## src/rtl/stop_wake_ctl.sv

```systemverilog
`timescale 1ns/1ps
module stop_wake_ctl #(
  parameter int HOLD = 5
) (
  input  logic       clk,
  input  logic       rst_por,
  input  logic       wdt_rst,
  input  logic       cfg_we,
  input  logic [2:0] cfg_src,
  input  logic       cfg_pol,
  input  logic       cfg_dly,
  input  logic [1:0] cfg_grp,
  input  logic [3:0] p3_pin,
  input  logic       p3_ana,
  input  logic [7:0] p2_pin,
  input  logic [7:0] p2_dir,
  input  logic [7:0] p2_out,
  input  logic       stop_enter,
  output logic [2:0] rd_src,
  output logic       rd_pol,
  output logic       rd_dly,
  output logic [1:0] rd_grp,
  output logic       warm,
  output logic       wake_req,
  output logic       dly_req
);
  localparam int CW = $clog2(HOLD + 1);
  localparam logic [CW-1:0] LAST = CW'(HOLD - 1);

  logic [11:0] s1, s2;
  logic [CW-1:0] cnt;
  logic stopped, src_lvl, src_ok, grp_lvl, grp_ok;

  wire [11:0] raw = {(p2_dir & p2_out) | (~p2_dir & p2_pin), p3_pin};
  wire [3:0]  p3  = s2[3:0];
  wire [7:0]  p2  = s2[11:4];

  always_ff @(posedge clk or posedge rst_por)
    if (rst_por) begin
      s1 <= '0;
      s2 <= '0;
    end else begin
      s1 <= raw;
      s2 <= s1;
    end

  always_comb begin
    src_lvl = 1'b0;
    src_ok  = 1'b1;
    case (rd_src)
      3'd1: src_lvl = p3[0];
      3'd2: begin src_lvl = p3[1]; src_ok = !p3_ana; end
      3'd3: begin src_lvl = p3[2]; src_ok = !p3_ana; end
      3'd4: begin src_lvl = p3[3]; src_ok = !p3_ana; end
      3'd5: src_lvl = p2[7];
      3'd6: src_lvl = ~|p2[3:0];
      3'd7: src_lvl = ~|p2;
      default: src_ok = 1'b0;
    endcase
  end

  always_comb begin
    grp_ok = 1'b1;
    case (rd_grp)
      2'd1:    grp_lvl = ~|p2[3:0];
      2'd2:    grp_lvl = ~|p2;
      2'd3:    grp_lvl = ~|p2[7:4];
      default: begin grp_lvl = 1'b0; grp_ok = 1'b0; end
    endcase
  end

  wire active = (src_ok && (src_lvl == rd_pol)) || (grp_ok && (grp_lvl == rd_pol));
  wire fire   = stopped && active && (rd_dly || cnt == LAST);

  always_ff @(posedge clk or posedge rst_por)
    if (rst_por)                cnt <= '0;
    else if (!stopped || !active) cnt <= '0;
    else if (cnt != LAST)       cnt <= cnt + 1'b1;

  always_ff @(posedge clk or posedge rst_por)
    if (rst_por) begin
      stopped  <= 1'b0;
      warm     <= 1'b0;
      wake_req <= 1'b0;
      dly_req  <= 1'b0;
    end else begin
      wake_req <= fire && !wdt_rst;
      dly_req  <= fire && rd_dly && !wdt_rst;
      if (wdt_rst) begin
        stopped <= 1'b0;
        warm    <= 1'b0;
      end else if (stop_enter) begin
        stopped <= 1'b1;
        warm    <= 1'b1;
      end else if (fire) begin
        stopped <= 1'b0;
      end
    end

  always_ff @(posedge clk or posedge rst_por)
    if (rst_por) begin
      rd_src <= 3'd0;
      rd_pol <= 1'b0;
      rd_dly <= 1'b1;
      rd_grp <= 2'd0;
    end else if (cfg_we && !stopped) begin
      rd_src <= cfg_src;
      rd_pol <= cfg_pol;
      rd_dly <= cfg_dly;
      rd_grp <= cfg_grp;
    end

  p_pulse_r10: assert property (@(posedge clk) disable iff (rst_por)
    wake_req |=> !wake_req);
  p_stop_clear_r10: assert property (@(posedge clk) disable iff (rst_por)
    wake_req |-> !stopped);
  p_dly_with_wake_r5: assert property (@(posedge clk) disable iff (rst_por)
    dly_req |-> wake_req);
  p_fast_hold_r6: assert property (@(posedge clk) disable iff (rst_por)
    (wake_req && !dly_req) |-> $past(cnt) == LAST);
  p_frozen_r11: assert property (@(posedge clk) disable iff (rst_por)
    stopped |=> $stable({rd_src, rd_pol, rd_dly, rd_grp}));
  p_warm_set_r7: assert property (@(posedge clk) disable iff (rst_por)
    (stop_enter && !wdt_rst) |=> warm);
  p_cold_r7: assert property (@(posedge clk) disable iff (rst_por)
    wdt_rst |=> (!warm && !wake_req));
  p_analog_r3: assert property (@(posedge clk) disable iff (rst_por)
    (wake_req && $past(p3_ana) && $past(rd_grp) == 2'd0) |-> !($past(rd_src) inside {3'd2, 3'd3, 3'd4}));
  p_code0_r12: assert property (@(posedge clk) disable iff (rst_por)
    (rd_src == 3'd0 && rd_grp == 2'd0) |=> !wake_req);
endmodule

```

## config.mk

```make
export PLATFORM = sky130hd
export DESIGN_NAME = stop_wake_ctl
export DESIGN_NICKNAME = d
export VERILOG_FILES = /design/src/rtl/stop_wake_ctl.sv
export SDC_FILE = /design/constraint.sdc
export NUM_CORES = 1
export LEC_CHECK = 0
export ABC_AREA = 1
export BUFFER_PORTS_ARGS = -buffer_cell sky130_fd_sc_hd__buf_2
export CORE_ASPECT_RATIO = 0.5
export CORE_MARGIN = 4
export CORE_UTILIZATION = 44
export CTS_BUF_LIST = sky130_fd_sc_hd__clkbuf_4 sky130_fd_sc_hd__clkbuf_8 sky130_fd_sc_hd__clkbuf_16
export CTS_CLUSTER_SIZE = 28
export DETAILED_ROUTE_END_ITERATION = 16
export GPL_ROUTABILITY_DRIVEN = 0
export HOLD_SLACK_MARGIN = 0.1
export PLACE_DENSITY = 0.85
export SLEW_MARGIN = 20
export SYNTH_ARGS = -nofsm -noshare
export SYNTH_HDL_FRONTEND = slang
export SYNTH_SLANG_ARGS = --single-unit
```

## constraint.sdc

```tcl
create_clock -name clk -period 1.2 [get_ports clk]
set_input_delay 0.24 -clock clk [delete_from_list [all_inputs] [get_ports clk]]
set_output_delay 0.24 -clock clk [all_outputs]
set_load 0.02 [all_outputs]
```

# After elaboration in Yosys (flattened, before gate mapping)
# Cells that the tools add are included.
# word_totals
regBits,38
in_bits,41
out_inout_bits,10
word_cells,68
# classes
add_sub_neg,1
eq_ne,14
mux,11
bitwise,4
n_reduce_logical,27
# ops
op,count
AND 8 bit,2
equality test 3 bit (second input constant),5
OR reduction 4 bit,3
logical AND 1 bit,8
inverter 8 bit,1
OR 8 bit,1
OR reduction 8 bit,1
zero test 1 bit,7
one-hot mux 1 bit (7 select lines),1
equality test 3 x 2 -> 1 bit (second input constant),2
two-way mux 1 bit,6
two-way mux 3 bit,2
OR reduction 3 bit,2
equality test 2 bit (second input constant),2
nonzero test 2 bit,2
adder 3 x 1 -> 3 bit (second input constant),1
equality test 3 x 1 -> 1 bit (second input constant),1
logical OR 1 bit,3
inequality test 3 bit (second input constant),1
one-hot mux 1 bit (3 select lines),1
nonzero test 3 bit,1
equality test 1 bit,2
equality test 2 x 1 -> 1 bit (second input constant),1
one-hot mux 1 bit (2 select lines),1

# Longest topological paths before layout
# Gate-level depths: netlist (run 1).
# depth
depth_word,11
depth_mapped,12
ltp_nobuf,12

# Worst setup path before layout (run 1)
# Ideal clock, no wire load.
# synth_path
kind,register to register
startpoint,reg rd_src[1]
endpoint,reg stopped
setup_time_ns,0.117
arrival_time_ns,1.276
t_required_ns,1.083
path_slack_ns,-0.193
stages_incl_launch_ff,12
period_less_slack_ns,1.393
path_cell_list,dfrtp_1 inv_1 nor2_1 nand2_1 nand2_1 nor2_1 nand3_1 nand3_2 nand2_2 nand3_2 nand3_1 nand2_1
# synth_between
elab_chain_cells,8
word_cells_on_any_way,17
classes_between,8 x eq/ne; 2 x mux; 7 x reduce/logical
# synth_rtl
element,line_no,text
"start, declared",19,"output logic [2:0] rd_src,"
"start signal, assigned",107,rd_src <= cfg_src;
equality test 3 bit (tied with other cells),50,case (rd_src)
one-hot mux 1 bit (7 select lines) (tied with other cells),50,
equality test 1 bit or one-hot mux 1 bit (2 select lines) (tied branches),"72, 50",
logical AND 1 bit *,72,wire active = (src_ok && (src_lvl == rd_pol)) || (grp_ok && (grp_lvl == rd_pol));
logical OR 1 bit *,72,
logical AND 1 bit * (2 in series),73,wire fire = stopped && active && (rd_dly || cnt == LAST);
nonzero test 3 bit (no source line) *,-,
"end signal, assigned",82,stopped <= 1'b0;
"end signal, assigned",90,stopped <= 1'b0;
"end signal, assigned",93,stopped <= 1'b1;
"end, declared",32,"logic stopped, src_lvl, src_ok, grp_lvl, grp_ok;"
# Every way passes the cells marked *; elsewhere a longest branch is shown, timed or not.
# A chain may end at the register's enable or synchronous reset.

# Final worst setup path (run 1)
# layout_path
startpoint,reg rd_src[0]
endpoint,reg stopped
# The elaborated chain is that of the path after synthesis.

==> results.md, run 1 <==
- Sequential-to-total area share from yosys stat: 0.649
- WHS Path Cells: 2
- Critical path class: register to register
- Synth top area share: 0.631
- Hold WC Path Type: input port to register
- CP Data Required Time: between 1000 and 1500 ps
- EDFF count, synth: 0
- Synth Net Count: roughly 180
- Status: complete, but fails checks
- Setup TNS: -1010 ps
- I/O pin total: a little over 50
- Worst-case clock buffer depth: 2
- Main synth FF type: dfrtp_1
- Hold EP: dly_req
- Leak: approximately 0.0010 uW
- Crit Reg-Reg Startpoint: rd_src[0]
- CTS tree: yes
- Worst slew pin tran: 448 ps
- Worst-path maximum fanout: 7
- VDD IR-drop max: 0.725 mV
- Detail Route Antenna Nets: 0
- Final setup fails: 7
- DP HPWL: 2290 um
- RSZ-0062 raised after global routing: true
- Yosys reg bits: 38
- Initial core utilization: 0.473
- Clk Latency, worst-skew pair: a little under 300 ps
- Mapped Cells: around 140
- Worst relative slew slack: 0.700
- First-pass GRT wire length: between 5000 and 6000 um
- Clock skew: roughly 4.6 ps
- R2R cell count: 11
- Synth top area cells: dfrtp_1 63%, mux2_2 6.1%, nor2_1 5.9%
- WL/cell: between 10 and 15 um
- Largest net degree at the start of global routing: 19
- Most common cell in the netlist: dfrtp_1
- Die Y: roughly 50 um
- Nets@finish: about 250
- PwrDens: roughly 1400 mW/mm2
- Buffers on Ports: 50
- Std-Cell Rows: 14
- Clk sinks: 38
- Commonest cells post-synth: 37 x dfrtp_1, 23 x nor2_1, 22 x nand2_1, 13 x inv_1, 9 x a21oi_1
- Vias per cell: ~4.7
- Initial DRC Count: 46
- H-tree depth: 2
- Via count: ~1.1k
- Die area: between 0.004 and 0.005 mm2
- Layout cells sized above 1: 0.459
- TritonCTS Buffers: 5
- Ys async rst share: 1.00
- Initial antenna violation count: 0
- Synthesis Warnings: 0
- Die X: 89.7 um
- Max frequency: approximately 730 MHz
- Slew Viols, Final: 0
- Syn Std Cell Area: ~0.0015 mm2
- Overflow after GRT: 0
- DR DRC count: 0
- Critical path endpoint category: register
- Vias in the first global route: approximately 1.2k
- Routed Wire Length: 3050 um
- Global Route Usage Sum: 0.163
- Core Region: between 0.003 and 0.004 mm2
- Failing checks: setup timing
- Max Cap Viol: 0
- CP arrival: around 1600 ps
- Synth-to-layout area growth: 36.9%
- Area leader, netlist: dfrtp_1
- Hold Path Origin: wdt_rst
- Netlist cell types: 23
- Number of hold violations in the final report: 0
- Ant diodes: 0
- Worst reg2reg path endpoint: stopped
- Post-layout min period: 1370 ps
- Final setup margin: -171 ps
- Worst-path clk slew: ~70 ps
- First-pass DRT Iterations: 4
- CP startpoint kind: register
- Root buffer cell: clkbuf_8
- Total chip power: approximately 2900 uW
- Final period utilization: 1.14
- Syn_area_per_cell: 10.8 um2
- Reg2reg setup slack: -170 ps
[state kept, by name (all words and copies together) (netlist names)]
name      cells
rd_src        3
s1           12
dly_req       1
cnt           3
rd_pol        1
wake_req      1
stopped       1
rd_grp        2
rd_dly        1
warm          1
s2           12
[where the power goes]
part           leakage (uW)  internal [uW]  switching, uW
combinational      0.000547            279            330
clock             0.0000438            389            411
sequential         0.000444           1410           78.2
[what timing repair did]
action,in CTS,in global routing
endpoints found under the setup margin,8,8
pin swaps,1,3
hold buffers,5,0
gates resized for setup,9,1
buffers inserted,1,1
hold endpoints to repair,12,0
[layout make-up]
cell class | instances | area [um2]
Clock buffer | 5 | 68.8
Clock inverter | 2 | 10.0
Fill cell | 232 | 1090
Inverter | 14 | 52.6
Multi-Input combinational cell | 83 | 478
Sequential cell | 38 | 958
Tap cell | 40 | 50.0
Timing Repair Buffer | 63 | 392
[per-layer routing]
metal	vias up	GRT usage	wire length (um)
met4	0	0.0866	89
met5	-	0	0
met3	11	0.0641	144
li1	565	-	-
met2	32	0.262	1670
met1	533	0.185	1140
[stage by stage]
| step | hold slack (ps) | setup slack (ps) | area (um2) | utilization | instances |
|---|---|---|---|---|---|
| floorplan | 271 | -85.9 | 1480 | - | 136 |
| global placement | 232 | -90.0 | 1830 | 0.591 | 231 |
| detailed placement | 237 | -196 | 1830 | 0.591 | 231 |
| CTS | 156 | -139 | 2000 | 0.644 | 244 |
| global route | 162 | -316 | 2010 | 0.648 | 245 |
| finish | 168 | -171 | 2010 | 0.648 | 245 |
[kinds of logic (layout without fill, tap and decap cells)]
| kind of cell | count (synthesis) | after routing | share of synthesized area |
|---|---|---|---|
| DFF | 38 | 38 | 0.649 |
| adders and majority gates | 2 | 2 | 0.0170 |
| AOI/OAI and AO/OA | 13 | 13 | 0.0494 |
| and+or+nand+nor | 58 | 58 | 0.173 |
| buffers and inverters | 15 | 84 | 0.0384 |
| xor gates and xnor gates | 2 | 2 | 0.0119 |
| muxes | 8 | 8 | 0.0614 |
[critical path, stage by stage (launching register included)]
cell,delay [ps]
dfrtp_2,450
inv_2,70
nand2_2,60
nand2_2,70
a21oi_2,120
nand3_1,80
nand2_1,80
nand3_2,80
nand2_2,80
nand3_2,80
nand3_2,60
nand2_1,40
[worst max path at each step]
stage | startpoint | end | slack [ps] | cells past startpoint
floorplan | rd_src[1] | stopped | -90 | 12
global placement | rd_src[0] | stopped | -90 | 10
detailed placement | rd_src[0] | stopped | -200 | 11
CTS | rd_src[0] | stopped | -140 | 10
global route | rd_src[0] | stopped | -320 | 11
finish | rd_src[0] | stopped | -170 | 11
[placed cells by master, fill, tap and decap left out, drive strengths merged, types with 5 or more instances in the layout]
master	instances
nand2	24
dfrtp	37
buf	58
mux2	8
nor2	23
a21oi	10
inv	14
dlygate4sd3	5
nand3	7
clkbuf	5
Power figures use the tool's default switching activity.
==> run 2: changes to the inputs <==
Settings changed: HOLD_SLACK_MARGIN 0.1 to not set, PLACE_DENSITY 0.85 to 0.74.
==> results.md, run 2 (synthesis gave the netlist of run 1 again) <==
- Worst slew pin tran: 224 ps (was 448 ps)
- Post-layout min period: 1360 ps (was 1370 ps)
- Max Cap Viol: 0 (unchanged)
- Worst-path maximum fanout: 8 (was 7)
- Utilization after layout: 0.682 (was 0.648)
- Reg2reg setup slack: -160 ps (was -170 ps)
- RSZ-0062 raised after global routing: true (unchanged)
- Buffers on Ports: 50 (unchanged)
- Crit Reg-Reg Startpoint: rd_src[0] (unchanged)
- Failing checks: setup timing (unchanged)
- Global Route Usage Sum: 0.145 (was 0.163)
- Std-Cell Rows: 14 (unchanged)
- Initial antenna violation count: 0 (unchanged)
- CP Data Required Time: 1380 ps (about the same)
- Ant diodes: 0 (unchanged)
- Clock skew: 1.46 ps (was 4.64 ps)
- Worst relative slew slack: 0.851 (was 0.700)
- Detail Route Antenna Nets: 0 (unchanged)
- Hold WC Path Type: input port to register (unchanged)
- Initial core utilization: 0.473 (unchanged)
- First-pass DRT Iterations: 4 (unchanged)
- Root buffer cell: clkbuf_8 (unchanged)
- Vias per cell: 4.63 (was 4.66)
- Clk sinks: 38 (unchanged)
- Slew Viols, Final: 0 (unchanged)
- First-pass GRT wire length: 4880 um (was 5210 um)
- Clk Latency, worst-skew pair: 290 ps (about the same)
- Critical path endpoint category: register (unchanged)
- Setup crit end: stopped (unchanged)
- Number of hold violations in the final report: 0 (unchanged)
- VDD IR-drop max: 0.827 mV (was 0.725 mV)
- Non-filler cells, final: 246 (was 245)
- R2R cell count: 12 (was 11)
- Post-route cell area: 0.00211 mm2 (was 0.00201 mm2)
- Top Registers: s1 (12), s2 (12) (unchanged)
- Hold_ws: 55.0 ps (was 168 ps)
- Die X: 89.7 um (unchanged)
- Most common cell after layout, fill and taps aside: buf_2 (unchanged)
- I/O pin total: 51 (unchanged)
- Final setup fails: 8 (was 7)
- Worst reg2reg path endpoint: stopped (unchanged)
- Overflow after GRT: 0 (unchanged)
- Nets@finish: 248 (unchanged)
- Worst-case clock buffer depth: 2 (unchanged)
- Status: complete, but fails checks (unchanged)
- Vias in the first global route: 1155 (was 1193)
- Max frequency: 738 MHz (was 729 MHz)
- CP startpoint kind: register (unchanged)
- Critical path class: register to register (unchanged)
- Die Y: 48.8 um (unchanged)
- Initial DRC Count: 22 (was 46)
- Core Region: 0.00310 mm2 (unchanged)
- Commonest non-fill, non-tap cells in the layout: 45 x buf_2, 32 x dfrtp_1, 20 x nor2_1 (was 47 x buf_2, 32 x dfrtp_1, 21 x nor2_1)
- H-tree depth: 2 (unchanged)
- Final setup margin: -156 ps (was -171 ps)
- Largest net degree at the start of global routing: 39 (was 19)
- Setup TNS: -904 ps (was -1010 ps)
- Leak: 0.00109 uW (was 0.00103 uW)
- Placed insts: 235 (was 231)
- Area after DPL: 0.00188 mm2 (was 0.00183 mm2)
- PwrDens: 1650 mW/mm2 (was 1440 mW/mm2)
- Layout cells sized above 1: 0.490 (was 0.459)
- TritonCTS Buffers: 5 (unchanged)
- Final period utilization: 1.13 (was 1.14)
- Worst-path clk slew: 70 ps (about the same)
- DR DRC count: 0 (unchanged)
- Worst Setup SP: rd_src[0] (unchanged)
- CTS tree: yes (unchanged)
- Die area: 0.00438 mm2 (unchanged)
- DP HPWL: 2050 um (was 2290 um)
- Routed Wire Length: 2890 um (was 3050 um)
- Via count: 1138 (was 1141)
- Synth-to-layout area growth: 44.0% (was 36.9%)
- WL/cell: 11.7 um (was 12.4 um)
- Hold Path Origin: p3_pin[0] (was wdt_rst)
- CP arrival: 1540 ps (was 1550 ps)
## run 2: cell count changes in the layout (fill, tap and decap cells not counted), moves of 2 or more
cell,previous run,this run
buf_2,47,45
dlygate4sd3_1,5,1
buf_6,3,9
bufinv_16,0,2
clkinv_2,2,0
## run 2: worst min path at each step
stage	end	cells past startpoint
finish	s1[0]	1
global route	s1[0]	1
CTS	s1[3]	1
detailed placement	s1[11]	3
global placement	s1[7]	3
floorplan	s1[0]	0
## run 2: power by group
group / leakage, uW / switching (uW) / internal, uW / total (uW)
registers: 0.000444 / 78.3 / 1410 / 1480
logic: 0.000570 / 344 / 332 / 676
clock network: 0.0000714 / 441 / 886 / 1330
## run 2: final cells by class
class,instances,area [um2]
clock inverter,2,60.1
inverter,14,52.6
clock buffer,6,82.6
multi-input combinational,83,488
sequential,38,958
tap,40,50.0
fill,224,987
timing repair buffer,63,422
## run 2: through the flow
stage | power [uW] | setup slack (ps)
floorplan | 1830 | -85.9
global placement | 2060 | -92.5
detailed placement | 2090 | -151
CTS | 3460 | -138
global route | 3660 | -288
finish | 3490 | -156
## run 2: timing repair
action,in CTS,in global routing
pin swaps,0,3
resized for setup,12,9
hold buffers,1,0
hold endpoints to repair,29,0
buffers inserted,0,2
endpoints found under the setup margin,10,11
## run 2: worst max-delay path, cell delays in order (launching register included)
cell	delay, ps
dfrtp_2	470
inv_2	80
nand2_2	50
nand2_2	80
nand2_1	50
nand2_1	50
nor2_1	40
nand3_1	70
nand3_2	80
nand2_2	100
nand3_2	80
nand3_2	60
nand2_1	40
## run 2: per-layer routing
layer	part of all wire	global-route usage
met1	0.42	0.182
met2	0.51	0.237
met3	0.058	0.0455
met4	0.0087	0.0446
met5	0	0
==> run 3: changes to the inputs <==
Settings changed: CORE_ASPECT_RATIO 0.5 to 1.25.
==> results.md, run 3 (synthesis gave the netlist of run 1 again) <==
- H-tree depth: 2 (unchanged)
- Worst-path maximum fanout: 8 (unchanged)
- Critical Path, Cell by Cell: buf_4 -> buf_6 -> buf_4 (was inv_2 -> nand2_2 -> nand2_2 -> nand2_1 -> nand2_1 -> nor2_1 -> nand3_1 -> nand3_2 -> nand2_2 -> nand3_2 -> nand3_2 -> nand2_1)
- CP most frequent cell: buf_4
- CP arrival: 1160 ps (was 1540 ps)
- Max stage delay cell, worst path: dfrtp_2 (unchanged)
- Final setup margin: -203 ps (was -156 ps)
- CP startpoint kind: register (unchanged)
- Routed Wire Length: 3070 um (was 2890 um)
- Area after DPL: 0.00186 mm2 (was 0.00188 mm2)
- Global Route Usage Sum: 0.157 (was 0.145)
- Worst relative slew slack: 0.817 (was 0.851)
- Root buffer cell: clkbuf_8 (unchanged)
- Slew Viols, Final: 0 (unchanged)
- Initial DRC Count: 24 (was 22)
- Max frequency: 713 MHz (was 738 MHz)
- Layout cells sized above 1: 0.488 (was 0.490)
- Placed insts: 232 (was 235)
- Die Y: 72.6 um (was 48.8 um)
- Clk Latency, worst-skew pair: 290 ps (about the same)
- Leak: 0.00105 uW (was 0.00109 uW)
- Failing checks: setup timing (unchanged)
- Power Internal: 2130 uW (was 2620 uW)
- Die area: 0.00433 mm2 (was 0.00438 mm2)
- Die X: 59.7 um (was 89.7 um)
- Number of hold violations in the final report: 0 (unchanged)
- Crit-path max cell delay: 470 ps (about the same)
- Initial core utilization: 0.459 (was 0.473)
- First-pass GRT wire length: 5030 um (was 4880 um)
- TritonCTS Buffers: 5 (unchanged)
- Post-layout min period: 1400 ps (was 1360 ps)
- Core Region: 0.00319 mm2 (was 0.00310 mm2)
- Status: complete, but fails checks (unchanged)
- Initial antenna violation count: 0 (unchanged)
- Critical path endpoint category: output pin (was register)
- Vias in the first global route: 1311 (was 1155)
- Detail Route Antenna Nets: 0 (unchanged)
- Top Family by Delay on Critical Path: flip-flops (was simple AND/OR/NAND/NOR gates)
- Final period utilization: 1.17 (was 1.13)
- Final setup fails: 7 (was 8)
- Non-filler cells, final: 244 (was 246)
- Ant diodes: 0 (unchanged)
- Worst slew pin tran: 274 ps (was 224 ps)
- Utilization after layout: 0.634 (was 0.682)
- Worst-case clock buffer depth: 2 (unchanged)
- WL/cell: 12.6 um (was 11.7 um)
- Clock skew: 5.09 ps (was 1.46 ps)
- Buf/Inv on CP: 3 (was 1)
- Via count: 1182 (was 1138)
- Hold WC Path Type: input port to register (unchanged)
- Largest net degree at the start of global routing: 39 (unchanged)
- I/O pin total: 51 (unchanged)
- Worst-path clk slew: 80 ps (was 70 ps)
- First-pass DRT Iterations: 4 (unchanged)
- RSZ-0062 raised after global routing: true (unchanged)
- Nets@finish: 249 (was 248)
- Buffers on Ports: 50 (unchanged)
- Most common cell after layout, fill and taps aside: buf_2 (unchanged)
- Clk sinks: 38 (unchanged)
- Post-route cell area: 0.00202 mm2 (was 0.00211 mm2)
- Comb pwr share: 0.219 (was 0.194)
- Commonest non-fill, non-tap cells in the layout: 46 x buf_2, 32 x dfrtp_1, 21 x nor2_1 (was 45 x buf_2, 32 x dfrtp_1, 20 x nor2_1)
- P_sw: 868 uW (was 863 uW)
- Switching Share: 0.290 (was 0.248)
- Critical path class: register to output pin (was register to register)
- Overflow after GRT: 0 (unchanged)
- VDD IR-drop max: 1.11 mV (was 0.827 mV)
- Vias per cell: 4.84 (was 4.63)
- CP Data Required Time: 960 ps (was 1380 ps)
- Clock power frac: 0.286 (was 0.380)
- Max Cap Viol: 0 (unchanged)
- Top Registers: s1 (12), s2 (12) (unchanged)
- Std-Cell Rows: 23 (was 14)
- DP HPWL: 2280 um (was 2050 um)
- CTS tree: yes (unchanged)
- DR DRC count: 0 (unchanged)
- Register share of total power: 0.495 (was 0.426)
- Synth-to-layout area growth: 37.9% (was 44.0%)
- PwrDens: 1480 mW/mm2 (was 1650 mW/mm2)
[run 3: layer usage]
| metal | GRT usage | share of wire |
|---|---|---|
| met5 | 0 | 0 |
| met4 | 0.0714 | 0.018 |
| met3 | 0.0566 | 0.072 |
| met2 | 0.290 | 0.55 |
| met1 | 0.149 | 0.36 |
[run 3: through the flow]
stage	hold slack, ps	power, uW	TNS [ps]	setup WS [ps]
after floorplan	271	1830	-355	-85.9
after global placement	294	2050	-470	-108
after detailed placement	303	2090	-742	-150
after CTS	46.2	2990	-920	-161
after global routing	41.2	3160	-1770	-295
final	55.4	3000	-1050	-203
[run 3: worst paths after layout]
check,startpoint,endpoint,slack (ps),depth (start not counted)
max,rd_src[0],rd_src[0],-200,3
min,p3_pin[0],s1[0],60,1
max reg2reg,rd_src[0],stopped,-170,12
min reg2reg,s1[9],s2[9],350,0
max in group asynchronous,rst_por,rd_dly,420,4
min in group asynchronous,rst_por,s1[8],540,4
[run 3: what timing repair did]
| action | in CTS | in global routing |
|---|---|---|
| buffers inserted | 1 | 3 |
| gates resized for setup | 11 | 5 |
| pin swaps | 1 | 0 |
| endpoints found under the hold margin | 37 | 0 |
| hold buffers | 1 | 0 |
| setup endpoints to repair | 10 | 12 |
[run 3: power by group through the flow]
stage | clock network, uW | logic [uW] | registers, uW
after floorplan | 0 | 279 | 1550
after global placement | 0 | 561 | 1490
after detailed placement | 0 | 588 | 1500
after global routing | 936 | 730 | 1500
final | 858 | 656 | 1480
after CTS | 877 | 635 | 1480
[run 3: area by class of cell]
type	instances	area [um2]
Clock buffer	5	68.8
Multi-Input combinational cell	83	474
Tap cell	37	46.3
Fill cell	247	1170
Clock inverter	3	21.3
Timing Repair Buffer	64	403
Sequential cell	38	958
Inverter	14	52.6
[run 3: worst register-to-register path, delay by kind of cell (launching register included)]
| kind | cells | cell delay (ps) |
|---|---|---|
| flip-flops | 1 | 470 |
| AND/OR/NAND/NOR | 11 | 690 |
| buffers and inverters | 1 | 90 |
